--- src/rtl/clkout_div_pkg.sv ---
package clkout_div_pkg;

    localparam int unsigned DIV_W_DEFAULT = 5;

    typedef struct packed {
        logic inv;
        logic sym;
    } shape_cfg_t;

endpackage

--- src/rtl/clkout_div_cfg.sv ---
module clkout_div_cfg #(
    parameter int unsigned DIV_W = clkout_div_pkg::DIV_W_DEFAULT
) (
    input  logic                             clk,
    input  logic                             rst_n,
    input  logic                             wr_i,
    input  logic                             clr_i,
    input  logic [DIV_W-1:0]                 div_i,
    input  logic                             inv_i,
    input  logic                             sym_i,
    output logic [DIV_W-1:0]                 div_o,
    output clkout_div_pkg::shape_cfg_t       shape_o,
    output logic                             clear_o
);
    import clkout_div_pkg::*;

    typedef struct packed {
        logic [DIV_W-1:0] div;
        shape_cfg_t       shape;
    } cfg_state_t;

    cfg_state_t cfg_d, cfg_q;

    always_comb begin
        cfg_d = cfg_q;
        if (wr_i) begin
            cfg_d.div       = div_i;
            cfg_d.shape.inv = inv_i;
            cfg_d.shape.sym = sym_i;
        end
    end

    always_ff @(posedge clk or negedge rst_n) begin
        if (!rst_n) begin
            cfg_q <= '0;
        end else begin
            cfg_q <= cfg_d;
        end
    end

    assign div_o   = cfg_q.div;
    assign shape_o = cfg_q.shape;
    // the clear is taken into the divider state registers on the write edge
    assign clear_o = wr_i & clr_i;

endmodule

--- src/rtl/clkout_div_core.sv ---
module clkout_div_core #(
    parameter int unsigned DIV_W = clkout_div_pkg::DIV_W_DEFAULT
) (
    input  logic             clk,
    input  logic             rst_n,
    input  logic             en_i,
    input  logic [DIV_W-1:0] div_i,
    input  logic             clr_i,
    output logic             run_o,
    output logic [DIV_W-1:0] cnt_o,
    output logic [DIV_W-1:0] act_o,
    output logic             dout_o,
    output logic             pass_o
);

    typedef struct packed {
        logic             run;
        logic [DIV_W-1:0] cnt;
        logic [DIV_W-1:0] act;
        logic             dout;
        logic             pass;
    } core_state_t;

    core_state_t st_d, st_q;
    logic        divides;
    logic        start_ok;
    logic        last_cyc;

    always_comb begin
        divides  = (div_i >> 1) != '0;
        start_ok = en_i && divides;
        last_cyc = st_q.cnt == (st_q.act - 1'b1);
        st_d     = st_q;
        if (clr_i) begin
            st_d.run  = 1'b0;
            st_d.cnt  = '0;
            st_d.dout = 1'b0;
            st_d.pass = 1'b0;
        end else begin
            if (st_q.run) begin
                if (last_cyc) begin
                    st_d.cnt = '0;
                    st_d.run = start_ok;
                    if (start_ok) begin
                        st_d.act = div_i;
                    end
                end else begin
                    st_d.cnt = st_q.cnt + 1'b1;
                end
            end else if (start_ok) begin
                st_d.run = 1'b1;
                st_d.act = div_i;
                st_d.cnt = '0;
            end
            // low for floor(N/2) cycles, then high for the rest
            st_d.dout = st_d.run && (st_d.cnt >= (st_d.act >> 1));
            st_d.pass = en_i && !st_d.run && !divides;
        end
    end

    always_ff @(posedge clk or negedge rst_n) begin
        if (!rst_n) begin
            st_q <= '0;
        end else begin
            st_q <= st_d;
        end
    end

    assign run_o  = st_q.run;
    assign cnt_o  = st_q.cnt;
    assign act_o  = st_q.act;
    assign dout_o = st_q.dout;
    assign pass_o = st_q.pass;

endmodule

--- src/rtl/clkout_div_shape.sv ---
module clkout_div_shape (
    input  logic                       clk,
    input  logic                       rst_n,
    input  logic                       pass_i,
    input  logic                       dout_i,
    input  logic                       odd_i,
    input  clkout_div_pkg::shape_cfg_t cfg_i,
    output logic                       clk_out_o
);

    typedef struct packed {
        logic gate;
        logic dly;
    } neg_state_t;

    neg_state_t neg_d, neg_q;
    logic       sym_sel;
    logic       div_wave;
    logic       pre_inv;

    always_comb begin
        neg_d.gate = pass_i;
        neg_d.dly  = dout_i;
    end

    // falling-edge flops: glitch-free pass gate and half-cycle delayed copy
    always_ff @(negedge clk or negedge rst_n) begin
        if (!rst_n) begin
            neg_q <= '0;
        end else begin
            neg_q <= neg_d;
        end
    end

    always_comb begin
        sym_sel   = cfg_i.sym & odd_i;
        div_wave  = sym_sel ? (dout_i & neg_q.dly) : dout_i;
        pre_inv   = (clk & neg_q.gate) | div_wave;
        clk_out_o = pre_inv ^ cfg_i.inv;
    end

endmodule

--- src/rtl/clkout_divider.sv ---
module clkout_divider #(
    parameter int unsigned DIV_W = clkout_div_pkg::DIV_W_DEFAULT
) (
    input  logic             clk,
    input  logic             rst_n,
    input  logic             out_en,
    input  logic             ctl_wr,
    input  logic             ctl_clr,
    input  logic [DIV_W-1:0] ctl_div,
    input  logic             ctl_inv,
    input  logic             ctl_sym,
    output logic             clk_out,
    output logic             idle
);
    import clkout_div_pkg::*;

    logic [DIV_W-1:0] cfg_div;
    shape_cfg_t       cfg_shape;
    logic             cfg_clear;
    logic             core_run;
    logic [DIV_W-1:0] core_cnt;
    logic [DIV_W-1:0] core_act;
    logic             core_dout;
    logic             core_pass;

    clkout_div_cfg #(.DIV_W(DIV_W)) u_cfg (
        .clk     (clk),
        .rst_n   (rst_n),
        .wr_i    (ctl_wr),
        .clr_i   (ctl_clr),
        .div_i   (ctl_div),
        .inv_i   (ctl_inv),
        .sym_i   (ctl_sym),
        .div_o   (cfg_div),
        .shape_o (cfg_shape),
        .clear_o (cfg_clear)
    );

    clkout_div_core #(.DIV_W(DIV_W)) u_core (
        .clk    (clk),
        .rst_n  (rst_n),
        .en_i   (out_en),
        .div_i  (cfg_div),
        .clr_i  (cfg_clear),
        .run_o  (core_run),
        .cnt_o  (core_cnt),
        .act_o  (core_act),
        .dout_o (core_dout),
        .pass_o (core_pass)
    );

    clkout_div_shape u_shape (
        .clk       (clk),
        .rst_n     (rst_n),
        .pass_i    (core_pass),
        .dout_i    (core_dout),
        .odd_i     (core_act[0]),
        .cfg_i     (cfg_shape),
        .clk_out_o (clk_out)
    );

    assign idle = !core_run;

endmodule

--- config.mk ---
export PLATFORM = sky130hd
export DESIGN_NAME = clkout_divider
export DESIGN_NICKNAME = d
export VERILOG_FILES = /design/src/rtl/clkout_div_pkg.sv /design/src/rtl/clkout_div_cfg.sv /design/src/rtl/clkout_div_core.sv /design/src/rtl/clkout_div_shape.sv /design/src/rtl/clkout_divider.sv
export SDC_FILE = /design/constraint.sdc
export NUM_CORES = 1
export LEC_CHECK = 0
export BUFFER_PORTS_ARGS = -buffer_cell sky130_fd_sc_hd__buf_2
export CORE_ASPECT_RATIO = 0.75
export CORE_UTILIZATION = 55
export DETAILED_ROUTE_END_ITERATION = 10
export PLACE_DENSITY = 0.76
export SLEW_MARGIN = 20
export SYNTH_ARGS = -nofsm -noshare
export SYNTH_HDL_FRONTEND = slang
export SYNTH_HIERARCHICAL = 1
export SYNTH_SLANG_ARGS = --single-unit
--- constraint.sdc ---
create_clock -name clk -period 3.4 [get_ports clk]
set_input_delay 0.51 -clock clk [delete_from_list [all_inputs] [get_ports clk]]
set_output_delay 0.51 -clock clk [all_outputs]
set_load 0.005 [all_outputs]
==> key figures <==
Run status
  • Status: complete, but fails checks
  • Failing checks: design-rule violations, negative setup slack

Timing
  • RSZ-0062 raised after global routing: true
  • Slew margin rel.: 64.6%
  • Layout Skew: 0.00629 ns
  • Final Slew Violations: 0
  • Worst-margin pin slew: 0.526 ns
  • Post-route setup slack: -0.125 ns
  • Final count of hold timing violations: 0
  • Setup-failing EPs final: 1

Setup path
  • Crit end category: output pin
  • Worst setup path class: register to output pin
  • CP Launch Type: register
  • Worst EP required: 2.89 ns
  • Crit path DAT: 3.02 ns
  • Crit-path max FO: 1

Floorplan
  • Initial Utilization: 60.4%
  • Core area: 2070 um2
  • Area of the die: 2470 um2
  • Rows: 14
  • Die H: 43.3 um
  • Die Wd: 57.0 um
  • I/O pin count: 14

Yosys
  • Top cells by area, synth: dfrtp_1 (40%), mux2_4 (8.4%), ha_1 (6.0%), xnor2_1 (5.6%), mux2_2 (5.4%)
  • Ys Warns: 6
  • Synth top area share: 40.1%
  • Register area share after synthesis: 44.1%
  • Syn Area/Cell: 12.0 um2
  • Mapped Cells: 104
  • Mapped cell area: 1250 um2
  • Yosys reg bits: 22
  • Syn nets: 122
  • Distinct cells, synth: 31
  • Synth area leader: dfrtp_1

Power and ir drop
  • Power per Cell Area: 748 nW/um2
  • Cell leakage power: 0.000652 uW
  • Total power: 1040 uW
  • Maximum VDD drop: 0.502 mV

Global route
  • Vias in the first global route: 900
  • Maximum number of pins on one net before global-route repair: 23
  • First-pass GRT wire length: 3900 um
  • Initial antenna violation count: 0
  • Total GRT Usage: 22.9%
  • GRT Residual Overflow: 0

Placement
  • Post-DP Area: 1330 um2
  • Port bufs: 13
  • Placed cell count: 139
  • Dpl hpwl: 1730 um
  • Global placement routability congestion: 0.843

Hold path
  • Hold/Removal Path Class: input pin to async pin

Detailed routing
  • Drt drc: 2
  • Routed wire length per instance: 15.5 um
  • Post-Route WL: 2270 um
  • Post-route ant nets: 0
  • Drt initial violations: 26
  • Vias: 839
  • Number of vias per cell: 5.75
  • First-pass DRT Iterations: 7

Cells and area
  • Area growth, synth to finish: 10.8%
  • Fin util: 66.9%
  • Design area: 1380 um2
  • Commonest non-fill, non-tap cell in the layout: dfrtp_1
  • Share of cells above drive strength 1: 33.6%
  • Diode count: 0
  • Nets: 141
  • Finished Layout Cells: 146
  • Most frequent cells in the layout: dfrtp_1 (20), buf_2 (13), xnor2_1 (8), nand2_1 (8), mux2_4 (7)

Run
  • Number of max-cap violations: 0

Clock network
  • Clock-pin slew on the worst setup and hold paths: 0.11 ns
  • Post-cts resize count: 0
  • Postcts setup bufs: 0
  • Clock latency on the worst-skew pair: 0.41 ns
  • Post-CTS Hold Buffers: 0
  • TritonCTS clock tree: done
==> worst paths after layout <==
check / slack [ns] / start / endpoint / cells after the start
max reg2reg: 0.21 / u_core/act_o[0] / u_core/dout_o / 13
max in group asynchronous: 1.42 / rst_n / u_shape/neg_q[0] / 1
max: -0.13 / u_shape/neg_q[0] / clk_out / 4
min: 0.04 / rst_n / u_core/cnt_o[4] / 1
min reg2reg: 0.52 / u_cfg/div_o[0] / u_cfg/div_o[0] / 1
min in group clk: 0.32 / ctl_div[4] / u_cfg/div_o[4] / 2
==> layout make-up <==
cell class	instances	area, um2
fill	158	683
multi-input combinational	76	661
sequential	22	551
timing repair buffer	13	67.6
clock buffer	8	63.8
tap	24	30.0
inverter	3	11.3
==> routing by layer <==
metal	vias up	wire length, um	track usage (%)
li1	399	-	-
met1	406	1030	26.6
met2	29	1060	33.9
met3	5	136	11.6
met4	0	42	14.1
met5	-	0	0
==> worst max-delay path, cell delays in order, from the launching register on <==
cell and delay, ns:
dfrtn_1 0.34, nand3b_1 0.17, a22oi_2 0.14, xnor2_1 0.12, buf_2 0.12
==> where the power goes <==
group | total (uW) | internal (uW) | switching (uW)
sequential | 400 | 322 | 78.0
combinational | 433 | 227 | 206
clock | 202 | 111 | 91.1
total | 1040 | 660 | 375
==> cells in the mapped netlist, drive strengths merged <==
cell / count
dfrtp: 20
mux2: 13
nand2: 8
xnor2: 8
ha: 6
nor2: 6
a21oi: 5
mux2i: 4
buf: 3
inv: 3
nand3: 3
nand3b: 3
nor3: 3
o21ai: 3
and2: 2
dfrtn: 2
nand2b: 2
nor2b: 2
xor2: 2
a22o: 1
a22oi: 1
a31oi: 1
nor3b: 1
nor4: 1
o41a: 1
==> sequential cells by signal, indices dropped and copies added, names as in the netlist <==
| name | count |
|---|---|
| u_cfg/div_o | 5 |
| u_core/act_o | 5 |
| u_core/cnt_o | 5 |
| u_cfg/shape_o | 2 |
| u_shape/neg_q | 2 |
| u_core/dout_o | 1 |
| u_core/pass_o | 1 |
| u_core/run_o | 1 |
==> cells by family (layout without fill, tap and decap cells) <==
logic type,after synthesis,in the layout,synth area share [%]
compound gates,12,12,7.01
xor+xnor,10,10,7.01
fa+ha+maj,6,6,6.01
buf+inv,6,24,3.01
flops,22,22,44.1
mux,17,17,17.0
simple gates,31,31,15.8
==> per-stage QoR <==
stage	setup TNS [ns]	hold WS, ns	setup slack [ns]
5_1_grt	-0.225	0.0444	-0.225
4_1_cts	-0.138	0.0478	-0.138
3_3_place_gp	0	0.489	0.364
2_1_floorplan	0	0.214	0.465
3_5_place_dp	0	0.490	0.294
6_report	-0.125	0.0413	-0.125
No activity file was read; power rests on OpenSTA's default activity.
